[config.mk]
export PLATFORM = sky130hd
export DESIGN_NAME = ctlf_decoder
export DESIGN_NICKNAME = d
export VERILOG_FILES = /design/src/rtl/ctlf_pkg.sv /design/src/rtl/ctlf_raster_pos.sv /design/src/rtl/ctlf_hdr_track.sv /design/src/rtl/ctlf_word_out.sv /design/src/rtl/ctlf_decoder.sv
export SDC_FILE = /design/constraint.sdc
export NUM_CORES = 1
export LEC_CHECK = 0
export BUFFER_PORTS_ARGS = -buffer_cell sky130_fd_sc_hd__buf_2
export CORE_ASPECT_RATIO = 0.9
export CORE_MARGIN = 2
export CORE_UTILIZATION = 30
export DETAILED_ROUTE_END_ITERATION = 6
export PLACE_DENSITY_LB_ADDON = 0.15
export SLEW_MARGIN = 20
export SYNTH_ARGS = -nofsm -noshare
export SYNTH_HDL_FRONTEND = slang
export SYNTH_SLANG_ARGS = --single-unit
[constraint.sdc]
create_clock -name clk -period 3.8 [get_ports clk]
set_clock_uncertainty 0.05 [all_clocks]
set_input_delay 0.19 -clock clk [delete_from_list [all_inputs] [get_ports clk]]
set_output_delay 0.19 -clock clk [all_outputs]
set_load 0.02 [all_outputs]
[src/rtl/ctlf_pkg.sv]
// Shared types and header constants for the control frame decoder.
// Assumes exactly three register sections per control frame.
package ctlf_pkg;

    typedef enum logic [1:0] {
        FR_SEARCH = 2'd0,   // header pair 0 still being checked
        FR_VIDEO  = 2'd1,   // ordinary picture frame
        FR_CTRL   = 2'd2,   // control frame, writes enabled
        FR_ABORT  = 2'd3    // control frame whose later header failed
    } frame_st_t;

    localparam int          N_SECT    = 3;
    localparam logic [7:0]  SYNC_BYTE = 8'hE8;

    // Expected header bits 23:10 for a section: sync byte, then the
    // two-bit command repeated three times (11, 10, 01 for sections 0..2).
    function automatic logic [13:0] hdr_key(input logic [1:0] sec);
        logic [1:0] pair;
        pair = 2'd3 - sec;
        return {SYNC_BYTE, pair, pair, pair};
    endfunction

endpackage

[src/rtl/ctlf_raster_pos.sv]
// Raster position tracker. Splits the row into (section, line) and the
// column into (channel, sub-column) with counters, so no divider is needed.
// Assumes vsync and hsync are single-cycle pulses; pixels on a sync cycle
// are not counted. Section saturates at N_SECT, channel at N_CHAN.
module ctlf_raster_pos #(
    parameter int N_CHAN    = 5,
    parameter int CHAN_W    = 64,
    parameter int SECT_ROWS = 32,
    parameter int CH_W      = 3,
    parameter int SUB_W     = 6,
    parameter int LINE_W    = 5
) (
    input  logic              clk,
    input  logic              rst_n,
    input  logic              vsync,
    input  logic              hsync,
    input  logic              pix_valid,
    output logic [CH_W-1:0]   chan_idx,
    output logic [SUB_W-1:0]  sub_col,
    output logic [1:0]        sec_idx,
    output logic [LINE_W-1:0] line_idx
);
    import ctlf_pkg::*;

    // Row position: restart on vsync, step line and section on hsync.
    always_ff @(posedge clk) begin
        if (!rst_n || vsync) begin
            sec_idx  <= 2'd0;
            line_idx <= '0;
        end else if (hsync && sec_idx < 2'(N_SECT)) begin
            if (line_idx == LINE_W'(SECT_ROWS - 1)) begin
                line_idx <= '0;
                sec_idx  <= sec_idx + 2'd1;
            end else begin
                line_idx <= line_idx + LINE_W'(1);
            end
        end
    end

    // Column position: restart on either sync, step per taken pixel.
    always_ff @(posedge clk) begin
        if (!rst_n || vsync || hsync) begin
            chan_idx <= '0;
            sub_col  <= '0;
        end else if (pix_valid && chan_idx < CH_W'(N_CHAN)) begin
            if (sub_col == SUB_W'(CHAN_W - 1)) begin
                sub_col  <= '0;
                chan_idx <= chan_idx + CH_W'(1);
            end else begin
                sub_col <= sub_col + SUB_W'(1);
            end
        end
    end

endmodule

[src/rtl/ctlf_hdr_track.sv]
// Header pair checker and frame state. Keeps one running match bit for the
// header pair in progress and judges it on the hsync that closes the pair.
// Assumes the caller qualifies hdr_pix to in-range header pixels.
module ctlf_hdr_track (
    input  logic                clk,
    input  logic                rst_n,
    input  logic                vsync,
    input  logic                hsync,
    input  logic                hdr_pix,
    input  logic                pair_end,
    input  logic [1:0]          sec_idx,
    input  logic [13:0]         pix_hdr,
    output ctlf_pkg::frame_st_t state
);
    import ctlf_pkg::*;

    logic match_run;

    // Frame state and running header match.
    always_ff @(posedge clk) begin
        if (!rst_n || vsync) begin
            state     <= FR_SEARCH;
            match_run <= 1'b1;
        end else if (hsync) begin
            if (pair_end) begin
                match_run <= 1'b1;
                if (sec_idx == 2'd0)
                    state <= match_run ? FR_CTRL : FR_VIDEO;
                else if (state == FR_CTRL && !match_run)
                    state <= FR_ABORT;
            end
        end else if (hdr_pix && pix_hdr != hdr_key(sec_idx)) begin
            match_run <= 1'b0;
        end
    end

endmodule

[src/rtl/ctlf_word_out.sv]
// Write-port register stage. Turns a data pixel of an active control frame
// into one tagged register write, one cycle after the pixel.
// Assumes take already excludes sync cycles and out-of-range positions.
module ctlf_word_out #(
    parameter int CH_W   = 3,
    parameter int SUB_W  = 6,
    parameter int LINE_W = 5,
    parameter int DROW_W = 5
) (
    input  logic              clk,
    input  logic              rst_n,
    input  logic              take,
    input  logic [CH_W-1:0]   chan_idx,
    input  logic [SUB_W-1:0]  sub_col,
    input  logic [1:0]        sec_idx,
    input  logic [LINE_W-1:0] line_idx,
    input  logic [23:0]       pix_data,
    output logic              wr_valid,
    output logic [CH_W-1:0]   wr_chan,
    output logic [1:0]        wr_kind,
    output logic [DROW_W-1:0] wr_row,
    output logic [SUB_W-1:0]  wr_col,
    output logic [23:0]       wr_data
);

    // Strobe: high only for the cycle following a taken data pixel.
    always_ff @(posedge clk) begin
        if (!rst_n) wr_valid <= 1'b0;
        else        wr_valid <= take;
    end

    // Payload: loaded with the write tag and word when a pixel is taken.
    always_ff @(posedge clk) begin
        if (!rst_n) begin
            wr_chan <= '0;
            wr_kind <= 2'd0;
            wr_row  <= '0;
            wr_col  <= '0;
            wr_data <= 24'd0;
        end else if (take) begin
            wr_chan <= chan_idx;
            wr_kind <= sec_idx;
            wr_row  <= DROW_W'(line_idx - LINE_W'(2));
            wr_col  <= sub_col;
            wr_data <= pix_data;
        end
    end

endmodule

[src/rtl/ctlf_decoder.sv]
// Control video frame decoder top. Recognises a control frame from its
// header rows and re-emits the per-driver words as tagged register writes.
// Assumes full-width rows and single-cycle sync pulses between rows.
module ctlf_decoder #(
    parameter int N_CHAN    = 5,
    parameter int CHAN_W    = 64,
    parameter int DATA_ROWS = 30,
    localparam int SECT_ROWS = DATA_ROWS + 2,
    localparam int CH_W      = $clog2(N_CHAN + 1),
    localparam int SUB_W     = (CHAN_W > 1) ? $clog2(CHAN_W) : 1,
    localparam int LINE_W    = $clog2(SECT_ROWS),
    localparam int DROW_W    = (DATA_ROWS > 1) ? $clog2(DATA_ROWS) : 1
) (
    input  logic              clk,
    input  logic              rst_n,
    input  logic              vsync,
    input  logic              hsync,
    input  logic              pix_valid,
    input  logic [23:0]       pix_data,
    output logic              wr_valid,
    output logic [CH_W-1:0]   wr_chan,
    output logic [1:0]        wr_kind,
    output logic [DROW_W-1:0] wr_row,
    output logic [SUB_W-1:0]  wr_col,
    output logic [23:0]       wr_data,
    output logic              skip_frame,
    output logic              hdr_err
);
    import ctlf_pkg::*;

    logic [CH_W-1:0]   chan_idx;
    logic [SUB_W-1:0]  sub_col;
    logic [1:0]        sec_idx;
    logic [LINE_W-1:0] line_idx;
    frame_st_t         state;
    logic              pix_take, in_area, hdr_line, hdr_pix, pair_end, take;

    ctlf_raster_pos #(
        .N_CHAN(N_CHAN), .CHAN_W(CHAN_W), .SECT_ROWS(SECT_ROWS),
        .CH_W(CH_W), .SUB_W(SUB_W), .LINE_W(LINE_W)
    ) u_pos (
        .clk(clk), .rst_n(rst_n), .vsync(vsync), .hsync(hsync),
        .pix_valid(pix_valid), .chan_idx(chan_idx), .sub_col(sub_col),
        .sec_idx(sec_idx), .line_idx(line_idx)
    );

    // Position qualifiers shared by the header checker and the write stage.
    always_comb begin
        pix_take = pix_valid && !hsync && !vsync;
        in_area  = sec_idx < 2'(N_SECT) && chan_idx < CH_W'(N_CHAN);
        hdr_line = line_idx < LINE_W'(2);
        hdr_pix  = pix_take && in_area && hdr_line;
        pair_end = sec_idx < 2'(N_SECT) && line_idx == LINE_W'(1);
        take     = pix_take && in_area && !hdr_line && state == FR_CTRL;
    end

    ctlf_hdr_track u_hdr (
        .clk(clk), .rst_n(rst_n), .vsync(vsync), .hsync(hsync),
        .hdr_pix(hdr_pix), .pair_end(pair_end), .sec_idx(sec_idx),
        .pix_hdr(pix_data[23:10]), .state(state)
    );

    ctlf_word_out #(
        .CH_W(CH_W), .SUB_W(SUB_W), .LINE_W(LINE_W), .DROW_W(DROW_W)
    ) u_out (
        .clk(clk), .rst_n(rst_n), .take(take), .chan_idx(chan_idx),
        .sub_col(sub_col), .sec_idx(sec_idx), .line_idx(line_idx),
        .pix_data(pix_data), .wr_valid(wr_valid), .wr_chan(wr_chan),
        .wr_kind(wr_kind), .wr_row(wr_row), .wr_col(wr_col),
        .wr_data(wr_data)
    );

    // Frame-level flags decoded from the registered frame state.
    always_comb begin
        skip_frame = state == FR_CTRL || state == FR_ABORT;
        hdr_err    = state == FR_ABORT;
    end

endmodule

==> reports/metrics.yaml, run 1 <==
synth:
  synthFlopType: "dfxtp_1"
  netlist.area_leader.share_pct: 46.0
  async_flop_share_pct: 0
  synth_area_leaders: "dfxtp_1, nand2_1, a21boi_1, ha_1, xnor2_1"
  synth_edf_count: 0
  synth_fp_nets: 337
  syn_area_per_cell_um2: 8.72
  netlist_instances: 299
  synth.distinct_cells: 39
  yosysWarnings: 0
  yosysSeqAreaShare_pct: 46.0
  syn-cell-area_um2: 2610
  synth.ff_latch_count: 60
  netlist.top_cell.by_area: "dfxtp_1"
cts:
  cts.sinks: 60
  cts_htree_levels: 3
  hold_buffers: 0
  cts_resized: 0
  clk_pin_slew_ns: 0.07
  cts_tree: "done"
  numCtsBuffers: 9
  root_buffer: "clkbuf_8"
  clock_latency_ns: 0.34
  clockBufferDepth: 2
  post_cts_buffers: 0
global_routing:
  grt_pass1_vias: 2089
  gr-total-overflow: 0
  antenna_found_initial: 0
  grt_start_max_net_pins: 45
  grt_use_total_pct: 13.9
  grt_pass1_wl_mm: 10.2
routing:
  routedWlPerCell_um: 12.5
  post_drt_via_cell_ratio: 4.43
  first_pass_iters: 4
  vias: 2172
  drcViolationCount: 0
  drtIter0Drc: 64
  wl_met1_mm: 2.97
  met3WireLength_um: 350
  wl_met2_mm: 2.74
  top_layer_used: "met4"
  postRouteAntennaNets: 0
  wl_mm: 6.10
min_path:
  min_path_type: "primary input to flop"
  min_from: "pix_data[6]"
die:
  fp.dieW_um: 102
  dieArea_um2: 9460
  die_h_um: 92.5
  core_um2: 8530
  io_pins: 72
  initial_core_util_pct: 30.6
  std_cell_rows: 32
cells_and_area:
  utilization_pct: 38.3
  diodes: 0
  area_growth_pct: 25.2
  nets: 404
  drive_gt1_share_pct: 25.1
sta:
  slew_viol_final: 0
  fin_crit_ns: 2.33
  fin_tns_setup_ns: 0
  min_period_over_period_pct: 61.4
  maxSlewHeadroom_pct: 33.8
  fmax_ghz: 0.428
  fin_hold_ws_ns: 0.0309
  hold_viol_final: 0
  worstMarginPinSlew_ns: 0.991
  setup_viol: 0
  rsz0062_at_grt: "no"
place:
  port_buffers: 71
  routabilityCongestion: 0.817
  hpwl_mm: 4.16
power_and_ir_drop:
  irDropWorstVdd_mv: 0.206
  leakage_uw: 0.00139
  power.density_nw_per_um2: 427
setup_path:
  cp-startpoint: "u_pos.sec_idx[1]"
  critPathLaunchType: "flop"
  critPathArrivalTime_ns: 2.50
  path_class: "flop to flop"
  endpoint_kind: "flop"
  reg2reg_from: "u_pos.sec_idx[1]"
  worstPathMaxFanout: 36
  required_ns: 3.97
run_status:
  status: "finished, final reports clean"
flow_run:
  maxCapViolCount: 0
==> logic make-up after synthesis <==
| group | synth area share, % |
|---|---|
| simple gates | 24.9 |
| flops | 46.0 |
| compound gates | 16.2 |
| buf+inv | 4.46 |
| xor+xnor | 3.36 |
| fa+ha+maj | 4.32 |
| mux | 0.767 |
==> synth_stat cells (4+ instances only) <==
cell type   n
inv_1       4
nor3_1      7
xnor2_1     8
a21oi_1     9
nand2_1    89
a21boi_0    5
nor2_1     13
a21boi_1   31
clkbuf_1    8
buf_6       5
nand3_1     5
dfxtp_1    60
o211a_1     4
nor4b_1     4
ha_1        9
==> report_power, final <==
group	internal, uW	switching, uW
logic	24.6	26.7
registers	630	2.51
clock network	440	272
==> sequential cells by signal (all words and copies together), names as in the netlist, 2 cells and up <==
name,cells
u_hdr.state,2
u_out.wr_col,6
u_pos.line_idx,5
u_pos.sub_col,6
u_pos.sec_idx,2
u_pos.chan_idx,3
u_out.wr_kind,2
u_out.wr_row,5
u_out.wr_chan,3
u_out.wr_data,24
==> area by class of cell <==
cell class              instances  area [um^2]
clock buffers                   9          124
clock inverters                 7          124
fillers                       896         5260
inverters                       4         15.0
multi-input cells             219         1290
flip-flops and latches         60         1200
well taps                     119          149
repair buffers                 72          363
==> critical path, stage by stage, from the launching register on <==
cell and delay (ns):
dfxtp_1 0.39, ha_1 0.28, nor4b_4 0.28, nand4_2 0.81, nand2_1 0.29, a21boi_0 0.11
==> cell usage in the layout, fill, tap and decap left out, types with 4 or more instances in the layout <==
cell type | synthesis | final
a21boi_0 | 5 | 5
a21boi_1 | 31 | 31
a21oi_1 | 9 | 9
buf_2 | 3 | 71
clkbuf_8 | 0 | 9
dfxtp_1 | 60 | 60
ha_1 | 9 | 9
inv_1 | 4 | 4
nand2_1 | 89 | 89
nand3_1 | 5 | 5
nor2_1 | 13 | 13
nor3_1 | 7 | 7
nor4b_1 | 4 | 4
o211a_1 | 4 | 4
xnor2_1 | 8 | 8
==> layer usage <==
layer  up-vias  track usage (%)
met5         -                0
met4         0             5.00
met3         4             4.08
met2        61             22.5
met1       963             17.4
li1       1144                -
==> per-stage QoR <==
stage               cell area, um^2  total power (uW)  cells  worst slack (ns)
global placement               3020               699    474              1.42
floorplan                      2610               673    299              2.03
detailed placement             3020               699    474              1.45
global route                   3270              1450    490              1.15
CTS                            3270              1410    490              1.44
finish                         3270              1400    490              1.47
==> worst paths after layout <==
kind,depth (start not counted),end,slack [ns]
max,5,u_out.wr_data[20],1.47
min,3,u_out.wr_data[6],0.03
max reg2reg,5,u_out.wr_data[20],1.47
min reg2reg,2,u_out.wr_data[15],0.40
Power figures use the tool's default switching activity.
==> inputs of run 2 (changes only) <==
clock period = 1.9 ns   (was 3.8 ns; I/O delays follow)
==> run 2 against run 1 <==
  * Final area grew 9.9%
  * Clock power grew 58%
  * Sequential share of layout area decreased by 3.3 points
  * Register-to-register slack got worse by 1.4 ns
  * Combinational power increased to 2.9 times the previous value
  * Non-clock buffer count increased by 37
  * Total power grew 81%
  * Routed wire length is 8.3% higher
  * First-iteration DRC count shrank 20%
  * Die area stayed put
  * Cell count is 7.1% higher
  * Sequential power grew 100%
  * Highest routed layer unchanged
==> reports/metrics.yaml, run 2 (synthesis gave the netlist of run 1 again) <==
routing:
  routedWlPerCell_um: 12.6
  first_pass_iters: 4
  wl_mm: 6.61
  post_drt_via_cell_ratio: 4.44
  vias: 2332
  postRouteAntennaNets: 0
  drcViolationCount: 0
  drtIter0Drc: 51
setup_path:
  max_stage_delay_ns: 0.50
  path_cells: "buf_4, ha_1, and3_1, ha_1, or4_1, a21oi_1"
  endpoint_kind: "flop"
  worstPathMaxFanout: 5
  required_ns: 2.10
  cp_common_cell: "ha_1"
  crit_buf_inv: 1
  path_class: "flop to flop"
  cpMaxStageDelayCell: "or4_1"
  critPathArrivalTime_ns: 1.99
  critPathLaunchType: "flop"
  cpLargestDelayFamily: "simple AND/OR/NAND/NOR gates"
cells_and_area:
  reg.largest.list: "u_out.wr_data x24, u_out.wr_col x6, u_pos.sub_col x6"
  nets: 441
  fillers: 885
  area_growth_pct: 37.6
  utilization_pct: 42.1
  diodes: 0
  final_common_cell: "nand2_1"
  fin_area_um2: 3590
  largest_register: "u_out.wr_data"
  drive_gt1_share_pct: 26.1
  largest_reg_flops: 24
  final_cell_mix: "nand2_1, buf_2, dfxtp_1"
place:
  placed_cell_area_um2: 3150
  routabilityCongestion: 0.798
  port_buffers: 71
  dp_slack_ns: 0.130
  hpwl_mm: 4.48
die:
  die_h_um: 92.5
  fp.dieW_um: 102
  core_um2: 8530
  std_cell_rows: 32
  initial_core_util_pct: 30.6
  dieArea_um2: 9460
  io_pins: 72
cts:
  post_cts_buffers: 0
  cts.sinks: 60
  cts_tree: "done"
  clock_latency_ns: 0.33
  numCtsBuffers: 9
  clk_pin_slew_ns: 0.06
  root_buffer: "clkbuf_8"
  clockBufferDepth: 2
  cts_htree_levels: 3
power_and_ir_drop:
  power.density_nw_per_um2: 705
  total_power_uw: 2530
  irDropWorstVdd_mv: 0.405
  leakage_uw: 0.00154
global_routing:
  grt_use_total_pct: 14.5
  grt_pass1_vias: 2289
  antenna_found_initial: 0
  grt_pass1_wl_mm: 10.8
  grt_start_max_net_pins: 42
  gr-total-overflow: 0
flow_run:
  maxCapViolCount: 0
sta:
  fmax_ghz: 0.560
  slew_viol_final: 0
  maxSlewHeadroom_pct: 69.1
  fin_ws_ns: 0.113
  min_period_over_period_pct: 94.0
  hold_viol_final: 0
  worstMarginPinSlew_ns: 0.457
  rsz0062_at_grt: "yes"
  setup_viol: 0
  fin_crit_ns: 1.79
  fin_hold_ws_ns: 0.0378
run_status:
  status: "finished, final reports clean"
min_path:
  min_path_type: "primary input to flop"
-- run 2: changes by cell type in the layout (fill, tap and decap cells not counted), moves of 2 or more --
cell | previous run | this run
buf_12 | 0 | 3
dlygate4sd3_1 | 0 | 24
bufinv_16 | 3 | 1
buf_4 | 1 | 11
-- run 2: worst paths after layout --
path,end,cells past startpoint,slack (ns),startpoint
setup reg to reg,u_pos.line_idx[3],6,0.11,u_pos.line_idx[1]
setup / recovery,u_pos.line_idx[3],6,0.11,u_pos.line_idx[1]
hold reg to reg,u_out.wr_data[8],2,0.40,u_out.wr_data[8]
hold / removal,u_pos.sub_col[1],3,0.04,pix_valid
-- run 2: repair_timing --
item / 4_1_cts / 5_1_grt
hold buffers: 24 / 0
hold endpoints to repair: 24 / 0
setup endpoints to repair: 0 / 12
gates resized for setup: 0 / 2
-- run 2: per-layer routing --
metal	track usage [%]	share of wire, %
met5	0	0
met3	4.75	5.0
met4	4.89	1.3
met1	17.8	48
met2	23.8	46
-- run 2: worst reg2reg max path, stage by stage, from the launching register on --
cell     delay (ns)
dfxtp_1        0.31
buf_4          0.15
ha_1           0.19
and3_1         0.18
ha_1           0.18
or4_1          0.50
a21oi_1        0.15
-- run 2: power breakdown --
part	total [uW]	switching (uW)	internal [uW]	leakage, uW
clock	1120	489	626	0.0000942
sequential	1270	4.38	1260	0.000483
combinational	150	62.9	87.1	0.000967
total	2530	556	1970	0.00154
-- run 2: area by class of cell --
class                           count  area (um^2)  area share, %
Timing Repair Buffer              109          738           20.6
Inverter                            4         15.0          0.418
Tap cell                          119          149           4.15
Multi-Input combinational cell    219         1300           36.2
Sequential cell                    60         1200           33.4
Clock buffer                       10          138           3.83
Clock inverter                      4         51.3           1.43
-- run 2: stage by stage --
| stage | TNS [ns] | cells |
|---|---|---|
| after floorplan | 0 | 299 |
| after global placement | 0 | 487 |
| after detailed placement | 0 | 487 |
| after CTS | 0 | 525 |
| after global routing | -0.0132 | 525 |
| final | 0 | 525 |
